==> config.mk <==
export PLATFORM = sky130hd
export DESIGN_NAME = packed_simd_adder
export DESIGN_NICKNAME = d
export VERILOG_FILES = /design/src/rtl/simd_add_pkg.sv /design/src/rtl/simd_seg_adder.sv /design/src/rtl/simd_lane_sat.sv /design/src/rtl/simd_out_stage.sv /design/src/rtl/packed_simd_adder.sv
export SDC_FILE = /design/constraint.sdc
export NUM_CORES = 1
export LEC_CHECK = 0
export ABC_AREA = 1
export BUFFER_PORTS_ARGS = -buffer_cell sky130_fd_sc_hd__buf_2
export CORE_ASPECT_RATIO = 2
export CORE_MARGIN = 2
export CORE_UTILIZATION = 29
export CTS_CLUSTER_DIAMETER = 120
export DETAILED_ROUTE_END_ITERATION = 8
export SLEW_MARGIN = 20
export SYNTH_ARGS = -nofsm -noshare
export SYNTH_HDL_FRONTEND = slang
export SYNTH_SLANG_ARGS = --single-unit
==> constraint.sdc <==
create_clock -name clk -period 3.2 [get_ports clk]
set_input_delay 0.64 -clock clk [delete_from_list [all_inputs] [get_ports clk]]
set_output_delay 0.64 -clock clk [all_outputs]
set_load 0.05 [all_outputs]
==> src/rtl/simd_add_pkg.sv <==
package simd_add_pkg;
  localparam int NSEG      = 8;
  localparam int SEG_IDX_W = $clog2(NSEG);

  typedef enum logic [1:0] {
    LS8  = 2'd0,
    LS16 = 2'd1,
    LS32 = 2'd2,
    LS64 = 2'd3
  } lane_size_e;

  typedef enum logic [1:0] {
    SAT_WRAP     = 2'd0,
    SAT_SIGNED   = 2'd1,
    SAT_UNSIGNED = 2'd2,
    SAT_WRAP_ALT = 2'd3
  } sat_mode_e;

  // Low segment-index bits that stay inside one lane
  function automatic logic [SEG_IDX_W-1:0] seg_mask(lane_size_e ls);
    return SEG_IDX_W'((1 << int'(ls)) - 1);
  endfunction
endpackage

==> src/rtl/simd_seg_adder.sv <==
module simd_seg_adder
  import simd_add_pkg::*;
#(
  parameter int SEG_W = 8
) (
  input  logic                  clk,
  input  logic                  rst_n,
  input  logic [SEG_W*NSEG-1:0] a,
  input  logic [SEG_W*NSEG-1:0] b,
  input  lane_size_e            lane_size,
  input  logic                  sub,
  output logic [SEG_W*NSEG-1:0] sum,
  output logic [NSEG-1:0]       seg_cout
);
  localparam int DW = SEG_W * NSEG;

  logic [DW-1:0]   b_eff;
  logic [NSEG-1:0] lane_start;

  assign b_eff = sub ? ~b : b;

  for (genvar s = 0; s < NSEG; s++) begin : g_start
    assign lane_start[s] = ((SEG_IDX_W'(s) & seg_mask(lane_size)) == '0);
  end

  // Ripple across segments; cut the chain where a new lane begins
  always_comb begin
    logic             c;
    logic [SEG_W:0]   part;
    c        = sub;
    sum      = '0;
    seg_cout = '0;
    for (int s = 0; s < NSEG; s++) begin
      if (lane_start[s]) c = sub;
      part = {1'b0, a[s*SEG_W +: SEG_W]} + {1'b0, b_eff[s*SEG_W +: SEG_W]}
           + (SEG_W+1)'(c);
      sum[s*SEG_W +: SEG_W] = part[SEG_W-1:0];
      seg_cout[s]           = part[SEG_W];
      c                     = part[SEG_W];
    end
  end

  // With the narrowest lanes every segment stands alone
  for (genvar s = 0; s < NSEG; s++) begin : g_chk
    assert_byte_isolated_R1: assert property (@(posedge clk) disable iff (!rst_n)
      (lane_size == LS8 && !sub) |->
        sum[s*SEG_W +: SEG_W] == SEG_W'(a[s*SEG_W +: SEG_W] + b[s*SEG_W +: SEG_W]));
  end
endmodule

==> src/rtl/simd_lane_sat.sv <==
module simd_lane_sat
  import simd_add_pkg::*;
#(
  parameter int SEG_W = 8
) (
  input  logic                  clk,
  input  logic                  rst_n,
  input  logic [SEG_W*NSEG-1:0] a,
  input  logic [SEG_W*NSEG-1:0] b,
  input  logic [SEG_W*NSEG-1:0] sum,
  input  logic [NSEG-1:0]       seg_cout,
  input  lane_size_e            lane_size,
  input  logic                  sub,
  input  sat_mode_e             mode,
  output logic [SEG_W*NSEG-1:0] data
);
  localparam int DW = SEG_W * NSEG;

  sat_mode_e eff_mode;
  assign eff_mode = (lane_size == LS64) ? SAT_WRAP : mode;

  for (genvar s = 0; s < NSEG; s++) begin : g_seg
    logic [SEG_IDX_W-1:0] top;
    logic                 is_top;
    logic                 a_sgn, b_sgn, r_sgn, c_top;
    logic                 s_ovf;
    logic [SEG_W-1:0]     seg_out;

    assign top    = SEG_IDX_W'(s) | seg_mask(lane_size);
    assign is_top = (top == SEG_IDX_W'(s));
    assign a_sgn  = a[32'(top)*SEG_W + SEG_W-1];
    assign b_sgn  = b[32'(top)*SEG_W + SEG_W-1] ^ sub;
    assign r_sgn  = sum[32'(top)*SEG_W + SEG_W-1];
    assign c_top  = seg_cout[top];
    assign s_ovf  = (a_sgn == b_sgn) && (r_sgn != a_sgn);

    always_comb begin
      seg_out = sum[s*SEG_W +: SEG_W];
      unique case (eff_mode)
        SAT_SIGNED: begin
          if (s_ovf) begin
            // positive overflow -> max, negative overflow -> min
            if (!a_sgn) seg_out = is_top ? {1'b0, {(SEG_W-1){1'b1}}} : '1;
            else        seg_out = is_top ? {1'b1, {(SEG_W-1){1'b0}}} : '0;
          end
        end
        SAT_UNSIGNED: begin
          if (!sub && c_top)     seg_out = '1;
          else if (sub && !c_top) seg_out = '0;
        end
        default: ;
      endcase
    end

    assign data[s*SEG_W +: SEG_W] = seg_out;

    // A saturating unsigned add never yields less than its first operand
    if (s == NSEG-1) begin : g_usat
      assert_usat_floor_R4: assert property (@(posedge clk) disable iff (!rst_n)
        (mode == SAT_UNSIGNED && !sub && lane_size != LS64) |->
          seg_out >= a[s*SEG_W +: SEG_W]);
    end
  end

  logic unused_ok;
  assign unused_ok = ^{DW{1'b0}};
endmodule

==> src/rtl/simd_out_stage.sv <==
module simd_out_stage #(
  parameter int DW = 64
) (
  input  logic          clk,
  input  logic          rst_n,
  input  logic          up_valid,
  output logic          up_ready,
  input  logic [DW-1:0] up_data,
  output logic          dn_valid,
  input  logic          dn_ready,
  output logic [DW-1:0] dn_data
);
  assign up_ready = !dn_valid || dn_ready;

  always_ff @(posedge clk or negedge rst_n) begin
    if (!rst_n) begin
      dn_valid <= 1'b0;
      dn_data  <= '0;
    end else if (up_ready) begin
      dn_valid <= up_valid;
      if (up_valid) dn_data <= up_data;
    end
  end

  assert_hold_stable_R8: assert property (@(posedge clk) disable iff (!rst_n)
    (dn_valid && !dn_ready) |=> (dn_valid && $stable(dn_data)));

  assert_one_cycle_R7: assert property (@(posedge clk) disable iff (!rst_n)
    (up_valid && up_ready) |=> (dn_valid && dn_data == $past(up_data)));

  assert_reset_idle_R9: assert property (@(posedge clk)
    !rst_n |=> !dn_valid);
endmodule

==> src/rtl/packed_simd_adder.sv <==
module packed_simd_adder
  import simd_add_pkg::*;
#(
  parameter int SEG_W = 8,
  localparam int DW   = SEG_W * NSEG
) (
  input  logic          clk,
  input  logic          rst_n,
  input  logic          in_valid,
  output logic          in_ready,
  input  logic [DW-1:0] in_a,
  input  logic [DW-1:0] in_b,
  input  logic [1:0]    in_lane_size,
  input  logic          in_sub,
  input  logic [1:0]    in_sat_mode,
  output logic          out_valid,
  input  logic          out_ready,
  output logic [DW-1:0] out_data
);
  lane_size_e      ls;
  sat_mode_e       sm;
  logic [DW-1:0]   sum_raw;
  logic [NSEG-1:0] seg_cout;
  logic [DW-1:0]   sat_data;

  assign ls = lane_size_e'(in_lane_size);
  assign sm = sat_mode_e'(in_sat_mode);

  simd_seg_adder #(.SEG_W(SEG_W)) u_adder (
    .clk       (clk),
    .rst_n     (rst_n),
    .a         (in_a),
    .b         (in_b),
    .lane_size (ls),
    .sub       (in_sub),
    .sum       (sum_raw),
    .seg_cout  (seg_cout)
  );

  simd_lane_sat #(.SEG_W(SEG_W)) u_sat (
    .clk       (clk),
    .rst_n     (rst_n),
    .a         (in_a),
    .b         (in_b),
    .sum       (sum_raw),
    .seg_cout  (seg_cout),
    .lane_size (ls),
    .sub       (in_sub),
    .mode      (sm),
    .data      (sat_data)
  );

  simd_out_stage #(.DW(DW)) u_out (
    .clk      (clk),
    .rst_n    (rst_n),
    .up_valid (in_valid),
    .up_ready (in_ready),
    .up_data  (sat_data),
    .dn_valid (out_valid),
    .dn_ready (out_ready),
    .dn_data  (out_data)
  );

  assert_wrap_passthru_R5: assert property (@(posedge clk) disable iff (!rst_n)
    (sm == SAT_WRAP || sm == SAT_WRAP_ALT) |-> sat_data == sum_raw);

  assert_wide_lane_wraps_R6: assert property (@(posedge clk) disable iff (!rst_n)
    (ls == LS64) |-> sat_data == sum_raw);

  assert_ready_rule_R10: assert property (@(posedge clk) disable iff (!rst_n)
    in_ready == (!out_valid || out_ready));
endmodule

==> results of run 1 <==
-- path summary, 6_finish.rpt --
path	depth (start not counted)	slack [ps]	startpoint	endpoint
setup / recovery	72	-7570	in_sub	u_out.dn_data[13]
hold / removal	2	320	rst_n	u_out.dn_data[52]
setup reg to reg	6	1560	u_out.dn_valid	u_out.dn_data[43]
hold reg to reg	2	460	u_out.dn_data[13]	u_out.dn_data[13]
max in group asynchronous	2	2440	rst_n	u_out.dn_data[16]
min in group clk	2	460	u_out.dn_data[13]	u_out.dn_data[13]
-- where the power goes --
group,internal [mW],switching (mW)
logic,1.46,2.70
registers,1.04,0.129
clock network,1.00,0.413
-- sequential cells by signal, summed over array words and instances (netlist names) --
register	cells
u_out.dn_data	64
u_out.dn_valid	1
-- worst max-delay path: cells and delay by family --
family	cells	cell delay (ps)
buffers and inverters	7	540
XOR/XNOR	1	180
AO/OA/AOI/OAI	6	720
AND/OR/NAND/NOR	43	3380
adder cells (fa/ha/maj)	15	5490
-- per-stage QoR --
step	setup WS, ps	cell area [sq um]	hold slack, ps
2_1_floorplan	-7548	8697	344.4
6_report	-7568	12510	324.0
4_1_cts	-7530	11980	325.5
3_5_place_dp	-8320	11320	461.8
3_3_place_gp	-8142	11320	460.4
5_1_grt	-8064	12510	356.7
-- routing by layer --
metal	global-route usage	routed length, um
met2	0.4246	18830
met5	0	0
met3	0.02488	1073
met4	0.1170	1694
met1	0.1937	11440
-- cell type report --
| cell class | instances | area [sq um] | area share |
|---|---|---|---|
| timing repair buffer | 407 | 2631 | 0.2103 |
| clock inverter | 7 | 188.9 | 0.01510 |
| multi-input combinational | 1131 | 6905 | 0.5518 |
| clock buffer | 9 | 225.2 | 0.01800 |
| tap | 360 | 450.4 | 0.03600 |
| antenna | 1 | 2.502 | 0.0002000 |
| sequential | 65 | 1627 | 0.1300 |
| inverter | 126 | 483.0 | 0.03860 |
-- kinds of logic (layout without fill, tap and decap cells) --
group | count (synthesis) | count (layout)
adder cells (fa/ha/maj) | 74 | 74
XOR/XNOR | 108 | 108
AO/OA/AOI/OAI | 236 | 236
buffers and inverters | 171 | 549
other | 0 | 1
flip-flops | 65 | 65
AND/OR/NAND/NOR | 713 | 713
-- cell usage in the layout, fill, tap and decap left out, types with 6 or more instances in the layout --
| master | count |
|---|---|
| o21ai_0 | 48 |
| nor2_2 | 6 |
| clkbuf_16 | 10 |
| a21oi_2 | 21 |
| xor2_1 | 91 |
| xnor2_1 | 16 |
| bufinv_16 | 6 |
| nand3_1 | 96 |
| buf_4 | 195 |
| nand2_1 | 441 |
| buf_6 | 9 |
| a31oi_1 | 12 |
| nor3_1 | 6 |
| nand3_4 | 9 |
| nand3_2 | 23 |
| o21ai_1 | 36 |
| nor2_1 | 48 |
| ha_1 | 58 |
| nand4_1 | 6 |
| nand2_2 | 56 |
| fa_2 | 15 |
| inv_1 | 108 |
| nand2_4 | 11 |
| o21ai_2 | 17 |
| dfrtp_1 | 65 |
| buf_2 | 200 |
| o21bai_1 | 8 |
| a21oi_1 | 74 |
| inv_2 | 12 |
-- what timing repair did --
item / in CTS / in global routing
buffers inserted: 9 / 12
resized for setup: 56 / 129
endpoints found under the setup margin: 64 / 64
cloned: 0 / 1
pin swaps: 25 / 68
==> results.sh, run 1 <==
export IMPL_syn_avg_cell_area_sq_um=6.249
export IMPL_critPathLaunchType="input pin"
export IMPL_grt_max_degree=50
export IMPL_cp_required_ps=3450
export IMPL_cts_tree="built"
export IMPL_syn_nets=1578
export IMPL_power_density_nw_per_um2=539.4
export IMPL_vias_per_cell=4.929
export IMPL_synth_top_family_by_area="simple AND/OR/NAND/NOR gates"
export IMPL_p_leak_nw=6.812
export IMPL_violations="setup timing"
export IMPL_clk_pin_slew_ps=60
export IMPL_cts_buffers=9
export IMPL_skew_ps=5.473
export IMPL_ys_seq_area_frac=0.1904
export IMPL_criticalPathCategory="in2reg"
export IMPL_yosysUniqueCellTypes=43
export IMPL_final_hold_viol_count=0
export IMPL_numPortBuffers=202
export IMPL_max_vdd_ir_drop_mv=0.3216
export IMPL_rsz0062_at_grt="yes"
export IMPL_synth_compound_area_frac=0.1523
export IMPL_crit_path_max_incr_delay_ps=420
export IMPL_synth_top_cell_by_area="nand2_1"
export IMPL_finalNonFillerCells=2106
export IMPL_area_delta_synth_final_pct=46.49
export IMPL_clock_sinks=65
export IMPL_holdBufCountCts=0
export IMPL_fill_cells=3053
export IMPL_crit_path_frequent_cell="nand2_2"
export IMPL_finalPower_mw=6.749
export IMPL_vias=10380
export IMPL_synth_edff_count=0
export IMPL_ioPinCount=203
export IMPL_grt_pass1_wl_um=51070
export IMPL_drtIter0Drc=428
export IMPL_outcome="finished, violations left"
export IMPL_avgRoutedWirePerCell_um=15.69
export IMPL_dp_cells=2069
export IMPL_hpwl_um=26580
export IMPL_clockBufferDepth=2
export IMPL_timing_slew_headroom=0.4581
export IMPL_path_max_fanout=6
export IMPL_synth_area_mux_share=0
export IMPL_num_rows=88
export IMPL_setup_viol=64
export IMPL_ys_ff_latch=65
export IMPL_finalCriticalPeriod_ps=10770
export IMPL_slew_violations=0
export IMPL_drc_errors=0
export IMPL_tns_ps=-477150
export IMPL_die_h_um=246.7
export IMPL_arrival_ps=11020
export IMPL_maxCapViolCount=0
export IMPL_ys_warn_count=0
export IMPL_gp_congestion=0.9296
export IMPL_h_tree_depth=3
export IMPL_drive_gt1_frac=0.3524
export IMPL_synthSimpleGateAreaFrac=0.3450
export IMPL_utilization=0.4321
export IMPL_wirelength_um=33040
export IMPL_syn_inst=1367
export IMPL_antenna_found_initial=1
export IMPL_grt_overflow=0
export IMPL_ant_nets=0
export IMPL_synthFlopType="dfrtp_1"
export IMPL_fin_crit_sh=3.365
export IMPL_synth_area_top_cells="nand2_1 22%, dfrtp_1 19%, xor2_1 9.4%"
export IMPL_async_flop_share=1.000
export IMPL_drt_pass1_iter_count=5
export IMPL_post_synth_top_count_cell="nand2_1"
export IMPL_nets=1951
export IMPL_syn_area_sq_um=8542
export IMPL_synth_top_cell_area_share=0.2206
export IMPL_fmax_mhz=92.87
export IMPL_grt_pass1_vias=10469
export IMPL_cts_root_buf="clkbuf_16"
export IMPL_synth_fa_ha_area_frac=0.1216
export IMPL_grtUsageTotal=0.2078
export IMPL_slowest_stage="fa_2"
export IMPL_synth_xor_area_share=0.1107
export IMPL_worstHoldPathType="in2async"
export IMPL_tightest_slew_ps=812.8
export IMPL_initial_core_util=0.2950
export IMPL_fp_dieW_um=125.4
export IMPL_die_area_sq_um=30930
export IMPL_endpoint_kind="register"
export IMPL_insertion_delay_ps=360
export IMPL_core_sq_um=28960
export IMPL_setup_slack_ps=-7568
export IMPL_yosys_top_cells_count="502 x nand2_1, 125 x nand3_1, 116 x inv_1"
No activity file was read; power rests on OpenSTA's default activity.
==> inputs of run 2 (changes only) <==
- ABC_CLOCK_PERIOD_IN_PS: not set -> 3200
- HOLD_SLACK_MARGIN: not set -> 0.15
- RECOVER_POWER: not set -> 100
==> run 2 against run 1 <==
The run ends with capacitance limit, slew limit, setup timing left. Die area stayed put. Total power is 0.89% lower. Core utilization shrank 0.32 points. Clock power barely moved. Wire length up 0.14%. Worst setup slack improved by 2.7 ps. Highest routed layer unchanged.
==> results.sh, run 2 (synthesis gave the netlist of run 1 again) <==
export IMPL_multi_input_area_sq_um=6903
export IMPL_power_density_nw_per_um2=538.6
export IMPL_ant_nets=0
export IMPL_grtUsageTotal=0.2078
export IMPL_seqPwrFrac=0.176
export IMPL_utilization=0.4289
export IMPL_drtIter0Drc=459
export IMPL_clock_sinks=65
export IMPL_fp_dieW_um=125.4
export IMPL_insertion_delay_ps=360
export IMPL_max_vdd_ir_drop_mv=0.3212
export IMPL_slowest_stage="fa_2"
export IMPL_hold_start="u_out.dn_data[13]"
export IMPL_p_clk_frac=0.211
export IMPL_grt_max_degree=50
export IMPL_drive_gt1_frac=0.3123
export IMPL_drt_pass1_iter_count=5
export IMPL_gp_congestion=0.9296
export IMPL_endpoint_kind="register"
export IMPL_avgRoutedWirePerCell_um=15.71
export IMPL_drc_errors=0
export IMPL_die_h_um=246.7
export IMPL_worstHoldPathType="reg2reg"
export IMPL_vias=10411
export IMPL_internal_power_mw=3.439
export IMPL_top_register="u_out.dn_data"
export IMPL_setup_viol=64
export IMPL_postPlaceCellArea_sq_um=11320
export IMPL_crit_path_max_incr_delay_ps=420
export IMPL_grt_overflow=0
export IMPL_die_area_sq_um=30930
export IMPL_fin_crit_sh=3.364
export IMPL_path_max_fanout=6
export IMPL_finalCriticalPeriod_ps=10770
export IMPL_holdBufCountCts=0
export IMPL_setup_slack_ps=-7565
export IMPL_final_hold_viol_count=0
export IMPL_num_rows=88
export IMPL_cts_buffers=9
export IMPL_cts_tree="built"
export IMPL_worstReg2RegStart="u_out.dn_valid"
export IMPL_crit_path_frequent_cell="nand2_2"
export IMPL_clk_pin_slew_ps=50
export IMPL_fill_cells=3077
export IMPL_skew_ps=5.289
export IMPL_reg2regPathDepth=6
export IMPL_fmax_mhz=92.89
export IMPL_final_cell_mix="442 x nand2_1, 193 x buf_4, 133 x buf_2, 108 x inv_1, 96 x nand3_1"
export IMPL_maxCapViolCount=2
export IMPL_p_leak_nw=6.593
export IMPL_outcome="finished, violations left"
export IMPL_clockBufferDepth=2
export IMPL_grt_pass1_wl_um=51070
export IMPL_cts_root_buf="clkbuf_16"
export IMPL_criticalPathCategory="in2reg"
export IMPL_hpwl_um=26580
export IMPL_arrival_ps=11010
export IMPL_area_delta_synth_final_pct=45.39
export IMPL_numPortBuffers=202
export IMPL_core_sq_um=28960
export IMPL_largestRegisters="u_out.dn_data (64), u_out.dn_valid (1)"
export IMPL_netSwitchingFraction=0.4859
export IMPL_pwr_share_comb=0.612
export IMPL_nets=1951
export IMPL_tightest_slew_ps=2272
export IMPL_slew_violations=67
export IMPL_h_tree_depth=3
export IMPL_layout_commonest_cell="nand2_1"
export IMPL_ioPinCount=203
export IMPL_min_path_cells=2
export IMPL_vias_per_cell=4.943
export IMPL_largest_register_ffs=64
export IMPL_rsz0062_at_grt="yes"
export IMPL_regArea_sq_um=1627
export IMPL_cp_required_ps=3450
export IMPL_grt_pass1_vias=10469
export IMPL_final_area_sq_um=12420
export IMPL_violations="capacitance limit, slew limit, setup timing"
export IMPL_initial_core_util=0.2950
export IMPL_timing_critical_path_from="in_sub"
export IMPL_wirelength_um=33080
export IMPL_switchingPower_mw=3.250
export IMPL_antenna_found_initial=1
export IMPL_timing_slew_headroom=-0.5147
export IMPL_critPathLaunchType="input pin"
run 2: final timing paths:
| path | end | slack, ps |
|---|---|---|
| worst min register to register | u_out.dn_data[13] | 470 |
| max in group asynchronous | u_out.dn_data[22] | 800 |
| worst max-delay path | u_out.dn_data[13] | -7570 |
| worst max register to register | u_out.dn_data[43] | 1350 |
| min in group asynchronous | u_out.dn_data[52] | 900 |
| worst min-delay path | u_out.dn_data[13] | 470 |
run 2: worst max-delay path: cells and delay by family:
kind                       cells  cell delay (ps)
buffers and inverters          7              540
adders and majority gates     15             5490
AOI/OAI and AO/OA              6              730
and+or+nand+nor               43             3370
xor gates and xnor gates       1              180
run 2: final cells by class:
type	instances	area share
diodes	1	0.0002015
clock buffers	9	0.01813
clock inverters	7	0.01521
inverters	126	0.03889
multi-input cells	1131	0.5558
flip-flops and latches	65	0.1310
well taps	360	0.03627
repair buffers	407	0.2045
run 2: per-layer routing:
metal | up-vias | share of wire | track usage | wire (um)
li1 | 5182 | - | - | -
met4 | 0 | 0.050 | 0.1170 | 1645
met5 | - | 0 | 0 | 0
met2 | 278 | 0.57 | 0.4246 | 18820
met1 | 4866 | 0.35 | 0.1937 | 11470
met3 | 85 | 0.035 | 0.02488 | 1145
run 2: power groups by stage:
stage          Combinational [mW]  Sequential, mW  Clock, mW
2_1_floorplan                1.77            1.95          0
3_3_place_gp                 3.80            1.18          0
3_5_place_dp                 3.85            1.19          0
4_1_cts                      3.95            1.18       1.44
5_1_grt                      4.47            1.21       1.46
6_report                     4.10            1.18       1.41
run 2: repair_timing:
item                                    4_1_cts  5_1_grt
endpoints found under the setup margin       64       64
gates resized for setup                      56      129
setup buffers                                 9       12
pin swaps                                    25       68
gates cloned                                  0        1
run 2: metrics by stage:
stage                     instances  setup TNS, ps  total power, mW  setup slack (ps)  hold WS, ps
after floorplan                1367        -477300            3.728             -7548        344.4
after global placement         2069        -511210            4.987             -8142        460.4
after detailed placement       2069        -522540            5.037             -8320        461.8
after CTS                      2094        -475730            6.563             -7530        325.5
after global routing           2106        -507770            7.146             -8064        504.7
final                          2106        -476840            6.689             -7565        466.2
==> inputs of run 3 (changes only) <==
- ABC_CLOCK_PERIOD_IN_PS: 3200 -> 9350
- CTS_CLUSTER_DIAMETER: 120 -> 200
- PLACE_DENSITY: not set -> 0.47
- clock period: 3.2 -> 9.35 ns (I/O delays scaled with it)
==> run 3 against run 2 <==
The flow still finishes with violations (capacitance limit, slew limit, setup timing). Via count shrank 3.7%. Global-route usage up 0.54 points. Die area is the same. Hold slack gained 6.0 ps. Cell area fell by 5.8%. Wire length up 1.6%. Final cell count down 2.7%. Sequential power down 66%. Count of clock-buffer cells in the layout grew 4. First-iteration DRC count down 0.22%. Critical path depth up 7. Largest cell class unchanged. Highest routed layer unchanged.
==> results.sh, run 3 (synthesis gave the netlist of run 1 again) <==
export IMPL_largest_register_ffs=64
export IMPL_ioPinCount=203
export IMPL_holdPathEnd="u_out.dn_data[51]"
export IMPL_clk_pin_slew_ps=60
export IMPL_cts_tree="built"
export IMPL_drive_gt1_frac=0.2694
export IMPL_cp_required_ps=9610
export IMPL_finalPower_mw=2.069
export IMPL_skew_ps=7.820
export IMPL_min_path_cells=2
export IMPL_fin_crit_sh=1.286
export IMPL_cts_buffers=9
export IMPL_tightest_slew_ps=3987
export IMPL_grt_max_degree=89
export IMPL_drtIter0Drc=458
export IMPL_maxCapViolCount=1
export IMPL_initial_core_util=0.2950
export IMPL_area_delta_synth_final_pct=36.97
export IMPL_fmax_mhz=83.17
export IMPL_violations="capacitance limit, slew limit, setup timing"
export IMPL_fill_cells=3269
export IMPL_hpwl_um=25840
export IMPL_gp_congestion=0.8490
export IMPL_arrival_ps=12280
export IMPL_worstReg2RegStart="u_out.dn_valid"
export IMPL_setup_viol=64
export IMPL_drt_pass1_iter_count=5
export IMPL_reg2regPathDepth=6
export IMPL_wirelength_um=33630
export IMPL_critPathLaunchType="input pin"
export IMPL_grt_overflow=0
export IMPL_crit_path_frequent_cell="buf_4"
export IMPL_final_cell_mix="459 x nand2_1, 140 x buf_4, 135 x buf_2, 106 x inv_1, 105 x nand3_1"
export IMPL_nets=1895
export IMPL_numPortBuffers=202
export IMPL_vias_per_cell=4.895
export IMPL_tns_ps=-163700
export IMPL_grtUsageTotal=0.2132
export IMPL_core_sq_um=28960
export IMPL_power_density_nw_per_um2=176.8
export IMPL_grt_pass1_wl_um=51610
export IMPL_top_register="u_out.dn_data"
export IMPL_clockBufferDepth=2
export IMPL_timing_slew_headroom=-1.658
export IMPL_rr_endpoint="u_out.dn_data[36]"
export IMPL_criticalPathCategory="in2reg"
export IMPL_slowest_stage="fa_2"
export IMPL_grt_pass1_vias=10124
export IMPL_layout_commonest_cell="nand2_1"
export IMPL_finalCriticalPeriod_ps=12020
export IMPL_h_tree_depth=3
export IMPL_antenna_cells=0
export IMPL_insertion_delay_ps=370
export IMPL_p_leak_nw=6.211
export IMPL_hold_start="u_out.dn_data[51]"
export IMPL_crit_path_max_incr_delay_ps=400
export IMPL_die_area_sq_um=30930
export IMPL_setup_slack_ps=-2674
export IMPL_num_rows=88
export IMPL_ant_nets=0
export IMPL_slew_violations=66
export IMPL_drc_errors=0
export IMPL_max_vdd_ir_drop_mv=0.1132
export IMPL_outcome="finished, violations left"
export IMPL_path_max_fanout=6
export IMPL_worstHoldPathType="reg2reg"
export IMPL_final_hold_viol_count=0
export IMPL_fp_dieW_um=125.4
export IMPL_avgRoutedWirePerCell_um=16.41
export IMPL_clock_sinks=65
export IMPL_reg2reg_slack_ps=7560
export IMPL_die_h_um=246.7
export IMPL_rsz0062_at_grt="yes"
export IMPL_largestRegisters="u_out.dn_data (64), u_out.dn_valid (1)"
export IMPL_vias=10030
export IMPL_endpoint_kind="register"
export IMPL_cts_root_buf="clkbuf_16"
export IMPL_antenna_found_initial=0
[run 3: cell types whose count changed in the layout (fill, tap and decap cells not counted), sizes merged]
| cell | before | now |
|---|---|---|
| buf | 337 | 283 |
| clkbuf | 79 | 81 |
| diode | 1 | 0 |
| inv | 125 | 124 |
| clkinv | 2 | 5 |
| bufinv | 6 | 0 |
[run 3: critical path: cells and delay by family]
family          cells  cell delay (ps)
xor+xnor            1              160
compound gates      7              760
buf+inv            24             2120
simple gates       34             2640
fa+ha+maj          13             4680
[run 3: how the worst max path moves through the flow]
stage,start,to,slack [ps],depth (start not counted)
after detailed placement,in_sub,u_out.dn_data[5],-3420,71
after global placement,in_sub,u_out.dn_data[5],-3270,71
final,in_sub,u_out.dn_data[52],-2670,79
after global routing,in_sub,u_out.dn_data[10],-3270,71
after floorplan,in_sub,u_out.dn_data[8],-2630,74
after CTS,in_sub,u_out.dn_data[13],-2600,71
[run 3: area by class of cell]
| cell class | count | area, sq um | share of cell area |
|---|---|---|---|
| flip-flops and latches | 65 | 1627 | 0.1390 |
| multi-input cells | 1131 | 6746 | 0.5766 |
| clock inverters | 3 | 15.01 | 0.001283 |
| clock buffers | 13 | 260.3 | 0.02224 |
| inverters | 126 | 483.0 | 0.04128 |
| well taps | 360 | 450.4 | 0.03850 |
| repair buffers | 351 | 2118 | 0.1810 |
[run 3: power by group]
group	leakage [nW]	switching [mW]	internal [mW]
logic	5.27	0.895	0.435
clock network	0.139	0.141	0.193
registers	0.798	0.0475	0.357
total	6.21	1.08	0.985
[run 3: timing repair]
action | 4_1_cts | 5_1_grt
pin swaps | 26 | 37
gates resized for setup | 49 | 83
hold buffers | 0 | 0
setup buffers | 32 | 8
endpoints found under the hold margin | 0 | 0
setup endpoints to repair | 64 | 64
gates cloned | 0 | 1
[run 3: stage by stage]
| step | worst slack (ps) | instance area, sq um | instances | utilization | hold slack [ps] |
|---|---|---|---|---|---|
| detailed placement | -3417 | 10740 | 1992 | 0.3709 | 460.0 |
| CTS | -2595 | 11450 | 2040 | 0.3955 | 475.5 |
| global route | -3268 | 11700 | 2049 | 0.4040 | 498.2 |
| floorplan | -2628 | 8697 | 1367 | - | 755.4 |
| global placement | -3274 | 10740 | 1992 | 0.3709 | 457.8 |
| finish | -2674 | 11700 | 2049 | 0.4040 | 472.2 |
[run 3: routing by layer]
metal / part of all wire / track usage / wire [um] / up-vias
met3: 0.033 / 0.02293 / 1113 / 64
met4: 0.044 / 0.1065 / 1463 / 0
met5: 0 / 0 / 0 / -
met2: 0.57 / 0.4364 / 19150 / 232
met1: 0.35 / 0.2051 / 11900 / 4680
li1: - / - / - / 5054
